`src/rtl/pla_addr_seq_pkg.sv`:
```
// Package: default sizes shared by the sequencer modules.
package pla_addr_seq_pkg;
    parameter int unsigned DEF_WIDTH = 4;  // inputs = outputs = state bits
    parameter int unsigned DEF_TERMS = 4;  // product terms
endpackage

```
`src/rtl/pla_cfg_store.sv`:
```
// Configuration store: collects LIT columns, one per write, into the AND and
// OR plane bit vectors. Assumes OR_BITS is a multiple of LIT. Column k fills
// AND bits t*LIT+k and OR bits k*OPC+s. Writes after completion are dropped.
module pla_cfg_store #(
    parameter int unsigned N_TERM  = 4,
    parameter int unsigned LIT     = 8,
    parameter int unsigned OR_BITS = 16,
    localparam int unsigned OPC    = OR_BITS / LIT,
    localparam int unsigned COL_W  = N_TERM + OPC,
    localparam int unsigned CNT_W  = $clog2(LIT + 1)
) (
    input  logic                     clk,
    input  logic                     rst_n,
    input  logic                     we,
    input  logic [COL_W-1:0]         col,
    output logic [N_TERM*LIT-1:0]    and_cfg,
    output logic [OR_BITS-1:0]       or_cfg,
    output logic                     done
);
    logic [CNT_W-1:0] cnt;

    assign done = (cnt == CNT_W'(LIT));

    // Count accepted column writes up to LIT.
    always_ff @(posedge clk) begin
        if (!rst_n)            cnt <= '0;
        else if (we && !done)  cnt <= cnt + 1'b1;
    end

    for (genvar k = 0; k < LIT; k++) begin : g_col
        for (genvar t = 0; t < N_TERM; t++) begin : g_and
            // Capture AND bit for term t, literal k.
            always_ff @(posedge clk) begin
                if (!rst_n)
                    and_cfg[t*LIT+k] <= 1'b0;
                else if (we && !done && cnt == CNT_W'(k))
                    and_cfg[t*LIT+k] <= col[t];
            end
        end
        for (genvar s = 0; s < OPC; s++) begin : g_or
            // Capture OR bit k*OPC+s.
            always_ff @(posedge clk) begin
                if (!rst_n)
                    or_cfg[k*OPC+s] <= 1'b0;
                else if (we && !done && cnt == CNT_W'(k))
                    or_cfg[k*OPC+s] <= col[N_TERM+s];
            end
        end
    end
endmodule

```
`src/rtl/pla_and_plane.sv`:
```
// AND plane: each term is the AND of its selected literals; a term with no
// selected literal is 1. Purely combinational.
module pla_and_plane #(
    parameter int unsigned N_TERM = 4,
    parameter int unsigned LIT    = 8
) (
    input  logic [LIT-1:0]        lits,
    input  logic [N_TERM*LIT-1:0] sel,
    output logic [N_TERM-1:0]     terms
);
    for (genvar t = 0; t < N_TERM; t++) begin : g_term
        // Unselected literals are forced to 1 before the reduction.
        assign terms[t] = &(lits | ~sel[t*LIT +: LIT]);
    end
endmodule

```
`src/rtl/pla_or_plane.sv`:
```
// OR plane: each output is the OR of its enabled terms; no enabled term
// gives 0. Purely combinational.
module pla_or_plane #(
    parameter int unsigned N_TERM = 4,
    parameter int unsigned N_OUT  = 4
) (
    input  logic [N_TERM-1:0]       terms,
    input  logic [N_OUT*N_TERM-1:0] en,
    output logic [N_OUT-1:0]        outs
);
    for (genvar o = 0; o < N_OUT; o++) begin : g_out
        // Disabled terms are masked to 0 before the reduction.
        assign outs[o] = |(terms & en[o*N_TERM +: N_TERM]);
    end
endmodule

```
`src/rtl/pla_addr_seq.sv`:
```
// Top: PLA-based address sequencer. The registered array outputs are the
// state and drive the dual-rail address. Array inputs come either from the
// external rails or from the fed-back state. The state advances only when
// run is high and configuration is complete.
module pla_addr_seq
    import pla_addr_seq_pkg::*;
#(
    parameter int unsigned WIDTH  = DEF_WIDTH,
    parameter int unsigned N_TERM = DEF_TERMS,
    localparam int unsigned LIT     = 2 * WIDTH,
    localparam int unsigned OR_BITS = WIDTH * N_TERM,
    localparam int unsigned COL_W   = N_TERM + OR_BITS / LIT
) (
    input  logic             clk,
    input  logic             rst_n,
    input  logic             cfg_we,
    input  logic [COL_W-1:0] cfg_col,
    output logic             cfg_done,
    input  logic             run,
    input  logic             sel_ext,
    input  logic [WIDTH-1:0] ext_in,
    input  logic [WIDTH-1:0] ext_in_n,
    output logic [WIDTH-1:0] addr,
    output logic [WIDTH-1:0] addr_n
);
    logic [N_TERM*LIT-1:0] and_cfg;
    logic [OR_BITS-1:0]    or_cfg;
    logic [LIT-1:0]        lits;
    logic [N_TERM-1:0]     terms;
    logic [WIDTH-1:0]      next_st;
    logic [WIDTH-1:0]      st_q;
    logic [WIDTH-1:0]      st_n_q;

    pla_cfg_store #(.N_TERM(N_TERM), .LIT(LIT), .OR_BITS(OR_BITS)) u_store (
        .clk(clk), .rst_n(rst_n), .we(cfg_we), .col(cfg_col),
        .and_cfg(and_cfg), .or_cfg(or_cfg), .done(cfg_done)
    );

    for (genvar i = 0; i < WIDTH; i++) begin : g_lit
        // Input multiplexer: external rails or state in both polarities.
        assign lits[2*i]   = sel_ext ? ext_in[i]   : st_q[i];
        assign lits[2*i+1] = sel_ext ? ext_in_n[i] : st_n_q[i];
    end

    pla_and_plane #(.N_TERM(N_TERM), .LIT(LIT)) u_and (
        .lits(lits), .sel(and_cfg), .terms(terms)
    );

    pla_or_plane #(.N_TERM(N_TERM), .N_OUT(WIDTH)) u_or (
        .terms(terms), .en(or_cfg), .outs(next_st)
    );

    // State register, true rail.
    always_ff @(posedge clk) begin
        if (!rst_n)                st_q <= '0;
        else if (run && cfg_done)  st_q <= next_st;
    end

    // State register, complement rail.
    always_ff @(posedge clk) begin
        if (!rst_n)                st_n_q <= '1;
        else if (run && cfg_done)  st_n_q <= ~next_st;
    end

    assign addr   = st_q;
    assign addr_n = st_n_q;
endmodule

```
`config.mk`:
```
export PLATFORM = sky130hd
export DESIGN_NAME = pla_addr_seq
export DESIGN_NICKNAME = d
export VERILOG_FILES = /design/src/rtl/pla_addr_seq_pkg.sv /design/src/rtl/pla_cfg_store.sv /design/src/rtl/pla_and_plane.sv /design/src/rtl/pla_or_plane.sv /design/src/rtl/pla_addr_seq.sv
export SDC_FILE = /design/constraint.sdc
export NUM_CORES = 1
export LEC_CHECK = 0
export ABC_AREA = 1
export ABC_CLOCK_PERIOD_IN_PS = 1300
export BUFFER_PORTS_ARGS = -buffer_cell sky130_fd_sc_hd__buf_2
export CORE_UTILIZATION = 45
export CTS_CLUSTER_SIZE = 20
export DETAILED_ROUTE_END_ITERATION = 7
export HOLD_SLACK_MARGIN = 0.15
export PLACE_DENSITY = 0.72
export SLEW_MARGIN = 30
export SYNTH_ARGS = -nofsm -noshare
export SYNTH_HDL_FRONTEND = slang
export SYNTH_SLANG_ARGS = --single-unit
```
`constraint.sdc`:
```
create_clock -name clk -period 1.3 [get_ports clk]
set_input_delay 0.39 -clock clk [delete_from_list [all_inputs] [get_ports clk]]
set_output_delay 0.39 -clock clk [all_outputs]
set_load 0.05 [all_outputs]
```
==> flow_metrics.tcl, run 1 <==
set metrics [dict create \
    htreeDepth 3 \
    worstSetupEndpointType "output pin" \
    cts_tree "yes" \
    p_total_mw 4.389 \
    routed_wirelength_um 7561 \
    seqCellArea_um2 1216 \
    drt_pass1_iterations 4 \
    antenna_found_initial 0 \
    die_area_um2 6300 \
    cp-start-kind "flip-flop" \
    worstMarginPinSlew_ns 0.3483 \
    grt_use_total_pct 24.54 \
    path_class "reg2out" \
    syn_area_per_cell_um2 7.184 \
    place_ws_ns -0.3270 \
    setup_violations 47 \
    mappedNetlistNets 398 \
    clkTransAtPathRegs_ns 0.06 \
    yosysTopAreaCell "dfxtp_1" \
    ys_seq_elements 60 \
    violations "negative setup slack" \
    cts_made_buffers 9 \
    via_per_inst 5.369 \
    relSlewSlack_pct 76.75 \
    ios 28 \
    postSynthCellCount 375 \
    yosysMostFrequentCell "nor2_1" \
    final_antenna_net_count 0 \
    yosys_warnings 0 \
    placed_cell_area_um2 3059 \
    layout-drive-gt1-share_pct 35.24 \
    rsz0062_at_grt "yes" \
    gr-total-overflow 0 \
    grt_pass1_vias 2530 \
    die_h_um 79.37 \
    ys_async_sr_fraction_pct 0 \
    power.leakage_nw 1.511 \
    cts-root-buf "clkbuf_8" \
    peakVddDrop_mv 0.6320 \
    synth_top_area_share_pct 44.59 \
    fin_crit_sh_pct 120.0 \
    finalWorstSetupSlack_ns -0.2595 \
    holdWs_ns 0.3775 \
    vias 2733 \
    fp.dieW_um 79.37 \
    synth_top_cells_by_count "nor2_1 (88), dfxtp_1 (60), o21ai_0 (57), nand3_1 (52), nand2_1 (30)" \
    clock_latency_ns 0.34 \
    cts_max_path_buffers 2 \
    crit_fanout 2 \
    postCtsHoldBufs 0 \
    status "finished, violations left" \
    hp-class "in2reg" \
    cp.arrival_ns 1.17 \
    finalInstanceArea_um2 3700 \
    ys_dominant_reg_cell "dfxtp_1" \
    syn_area_um2 2694 \
    hold_viol 0 \
    place_congestion 0.9107 \
    area_growth_pct 37.34 \
    port_buffers 27 \
    rows 27 \
    start_util_pct 47.75 \
    remaining_drc_errors 0 \
    period_minus_slack_ns 1.560 \
    drv_slew 0 \
    drtIter0Drc 153 \
    layout.nets 455 \
    grt_pass1_wl_um 11700 \
    ys_seq_area_share_pct 44.59 \
    nFillCells 465 \
    r2r_slack_ns -0.22 \
    max_clock_freq_mhz 641.2 \
    grt_max_degree 38 \
    pwr_density_cell_nw_per_um2 1186 \
    ys_types 20 \
    cts.sinks 60 \
    required_ns 0.91 \
    clock_skew_ns 0.007528 \
    multi_input_area_um2 1602 \
    post-dp-hpwl_um 5064 \
    drv_cap 0 \
    synth_area_leaders "dfxtp_1 (45%), nor2_1 (12%), o21ai_0 (11%)" \
    insertedDiodeCount 0 \
    wl_per_cell_um 14.85 \
    core_um2 5642 \
    synth_edf_count 0 \
]
==> worst max-delay path: stages (launching register included) <==
cell     delay (ns)
dfxtp_2        0.32
inv_2          0.07
ha_4           0.15
nand3_4        0.09
inv_8          0.07
buf_8          0.13
==> kinds of logic after synthesis <==
| kind of cell | count (synthesis) | synth area share (%) |
|---|---|---|
| DFF | 60 | 44.59 |
| adders and majority gates | 4 | 1.858 |
| xor gates and xnor gates | 1 | 0.3252 |
| buffers and inverters | 38 | 6.456 |
| AOI/OAI and AO/OA | 80 | 14.86 |
| and+or+nand+nor | 192 | 31.91 |
==> per-stage QoR <==
stage	utilization (%)	instances	TNS [ns]
global placement	54.22	481	-4.885
CTS	60.48	502	-8.978
global route	65.58	509	-9.402
floorplan	-	375	0
detailed placement	54.22	481	-6.399
finish	65.58	509	-5.542
==> placed cells by master, fill, tap and decap left out, types with 12 or more instances in the layout <==
cell type	count
o21ai_0	21
dfxtp_1	48
inv_1	17
nor2_1	80
clkbuf_8	12
nand3_1	47
buf_4	27
a21oi_1	14
nand2_1	26
nand2_2	12
dfxtp_2	12
o21ai_2	13
buf_2	17
o21ai_1	28
==> report_power, final <==
| part | internal (mW) | total (mW) | switching [mW] |
|---|---|---|---|
| registers | 1.89 | 1.93 | 0.0388 |
| clock network | 1.23 | 1.97 | 0.736 |
| logic | 0.180 | 0.490 | 0.310 |
==> flip-flops by register name (all words and copies together) (netlist names) <==
name,cells
u_store.and_cfg,32
u_store.or_cfg,16
addr,4
addr_n,4
u_store.cnt,4
==> worst paths after layout <==
kind / from / end / cells after the start
setup / recovery: u_store.cnt[1]$_SDFFE_PN0P_ / cfg_done / 5
hold / removal: rst_n / u_store.cnt[0]$_SDFFE_PN0P_ / 3
setup reg to reg: u_store.cnt[0]$_SDFFE_PN0P_ / u_store.and_cfg[11]$_SDFFE_PN0P_ / 10
hold reg to reg: u_store.and_cfg[14]$_SDFFE_PN0P_ / u_store.and_cfg[14]$_SDFFE_PN0P_ / 2
==> repair_timing <==
item | 4_1_cts | 5_1_grt
gates cloned | 0 | 2
setup endpoints to repair | 53 | 64
setup buffers | 5 | 6
pin swaps | 1 | 7
endpoints found under the hold margin | 0 | 0
gates resized for setup | 33 | 76
==> final cells by class <==
class	count	area share, %
Tap cell	72	2.435
Clock buffer	12	4.464
Timing Repair Buffer	53	10.75
Clock inverter	4	1.894
Sequential cell	60	32.87
Inverter	29	4.295
Multi-Input combinational cell	279	43.29
==> routing by layer <==
metal  up-vias  share of wire, %  GRT usage, %
met5         -                 0             0
met4         0               2.5         12.73
met3        17               5.8         3.657
met2       106                46         39.31
met1      1243                46         31.87
li1       1367                 -             -
Power figures use the tool's default switching activity.
==> inputs of run 2 (changes only) <==
GPL_TIMING_DRIVEN = 0   (was not set)
==> run 2 against run 1 <==
Compared with the run above: design area fell by 3.3%; global-route usage rose by 1.3 points; worst setup slack improved by 0.011 ns; worst hold slack got worse by 0.0031 ns; sequential cell count did not move; non-clock buffer count fell by 1; critical path type unchanged; clock skew fell by 0.00052 ns; the run still ends with negative setup slack left; maximum frequency rose by 0.71%; wire length rose by 1.1%.
==> flow_metrics.tcl, run 2 (synthesized netlist as in run 1, its figures left out) <==
set metrics [dict create \
    status "finished, violations left" \
    violations "negative setup slack" \
    drt_pass1_iterations 5 \
    layout.nets 452 \
    place_congestion 0.9025 \
    fin_crit_sh_pct 119.1 \
    core_um2 5642 \
    wl_per_cell_um 15.14 \
    relSlewSlack_pct 67.08 \
    clock_latency_ns 0.34 \
    worst-path-buf-inv 3 \
    ios 28 \
    clkTransAtPathRegs_ns 0.06 \
    crit_family "flip-flops" \
    worstSetupEndpointType "output pin" \
    htreeDepth 3 \
    post-dp-hpwl_um 5128 \
    top_register "u_store.and_cfg" \
    cts_max_path_buffers 2 \
    required_ns 0.91 \
    power.leakage_nw 1.466 \
    cp-start-kind "flip-flop" \
    finalWorstSetupSlack_ns -0.2485 \
    grt_use_total_pct 25.80 \
    port_buffers 25 \
    area_growth_pct 32.79 \
    die_h_um 79.37 \
    drtIter0Drc 276 \
    fp.dieW_um 79.37 \
    finalNonFillerCells 505 \
    peakVddDrop_mv 0.6533 \
    drv_slew 0 \
    via_per_inst 5.350 \
    grt_pass1_vias 2432 \
    top_regs "u_store.and_cfg: 32 flops, u_store.or_cfg: 16 flops" \
    period_minus_slack_ns 1.549 \
    vias 2702 \
    rows 27 \
    holdWs_ns 0.3744 \
    drv_cap 0 \
    rsz0062_at_grt "yes" \
    cts_tree "yes" \
    remaining_drc_errors 0 \
    crit_fanout 2 \
    final_common_cell "nor2_1" \
    cp_slowest_cell "dfxtp_2" \
    r2r_slack_ns -0.21 \
    layout_common_cells "nor2_1 (78), dfxtp_1 (48), nand3_1 (46)" \
    grt_max_degree 11 \
    cts.sinks 60 \
    postCtsHoldBufs 0 \
    grt_pass1_wl_um 12040 \
    max_stage_delay_ns 0.32 \
    path_class "reg2out" \
    p_total_mw 3.887 \
    hp-class "in2reg" \
    hold_viol 0 \
    die_area_um2 6300 \
    insertedDiodeCount 0 \
    antenna_found_initial 0 \
    pwr_density_cell_nw_per_um2 1087 \
    gr-total-overflow 0 \
    start_util_pct 47.75 \
    routed_wirelength_um 7644 \
    setup_violations 45 \
    finish.utilization_pct 63.41 \
    path_cells "inv_2 -> ha_4 -> nand3_4 -> inv_8 -> buf_12" \
    worstMarginPinSlew_ns 0.4937 \
    largest_register_ffs 32 \
    nFillCells 478 \
    layout-drive-gt1-share_pct 30.95 \
    cp.arrival_ns 1.16 \
    setup_tns_ns -5.375 \
    place_inst 472 \
    cts-root-buf "clkbuf_8" \
    cts_made_buffers 9 \
    final_antenna_net_count 0 \
    max_clock_freq_mhz 645.8 \
    clock_skew_ns 0.007010 \
]
## run 2: cell types whose count changed in the layout (fill, tap and decap cells not counted), sizes merged
cell	change
buf	-5
bufinv	-2
clkbuf	+5
nand3	-2
inv	+1
clkinv	-1
## run 2: area by class of cell
class / count / area [um2] / area share, %
plain buffers: 9 / 57.56 / 1.609
clock buffers: 13 / 158.9 / 4.442
clock inverters: 2 / 10.01 / 0.2798
inverters: 29 / 143.9 / 4.022
multi-input cells: 277 / 1549 / 43.30
flip-flops and latches: 60 / 1221 / 34.14
well taps: 72 / 90.09 / 2.518
repair buffers: 43 / 346.6 / 9.689
## run 2: tightest hold or removal path: cells and delay by family
family	cells	cell delay [ns]
AOI/OAI and AO/OA	2	0.12
buffers and inverters	1	0.16
## run 2: layer usage
layer | track usage, % | vias up | wire, um | share of wire, %
li1 | - | 1350 | - | -
met1 | 34.21 | 1253 | 3319 | 43
met2 | 40.86 | 89 | 3682 | 48
met3 | 5.257 | 10 | 531 | 6.9
met4 | 10.36 | 0 | 111 | 1.5
met5 | 0 | - | 0 | 0
## run 2: repair_timing
action / 4_1_cts / 5_1_grt
pin swaps: 7 / 8
gates cloned: 0 / 1
setup endpoints to repair: 61 / 64
setup buffers: 11 / 7
resized for setup: 55 / 49
## run 2: where the power goes
| part | internal (mW) | leakage [nW] | total, mW | switching [mW] |
|---|---|---|---|---|
| logic | 0.172 | 0.888 | 0.471 | 0.300 |
| registers | 1.89 | 0.489 | 1.93 | 0.0348 |
| clock network | 0.780 | 0.0893 | 1.49 | 0.709 |
## run 2: per-stage QoR
stage               setup slack (ns)  instance area, um2
floorplan                    0.01362                2759
global placement             -0.1826                2974
detailed placement           -0.2409                2974
CTS                          -0.2668                3354
global route                 -0.3124                3577
finish                       -0.2485                3577
## run 2: path summary, 6_finish.rpt
kind	startpoint	to	cells past startpoint
setup / recovery	u_store.cnt[1]$_SDFFE_PN0P_	cfg_done	5
setup reg to reg	u_store.cnt[0]$_SDFFE_PN0P_	u_store.and_cfg[27]$_SDFFE_PN0P_	11
hold / removal	rst_n	u_store.cnt[1]$_SDFFE_PN0P_	3
hold reg to reg	u_store.or_cfg[12]$_SDFFE_PN0P_	u_store.or_cfg[12]$_SDFFE_PN0P_	2
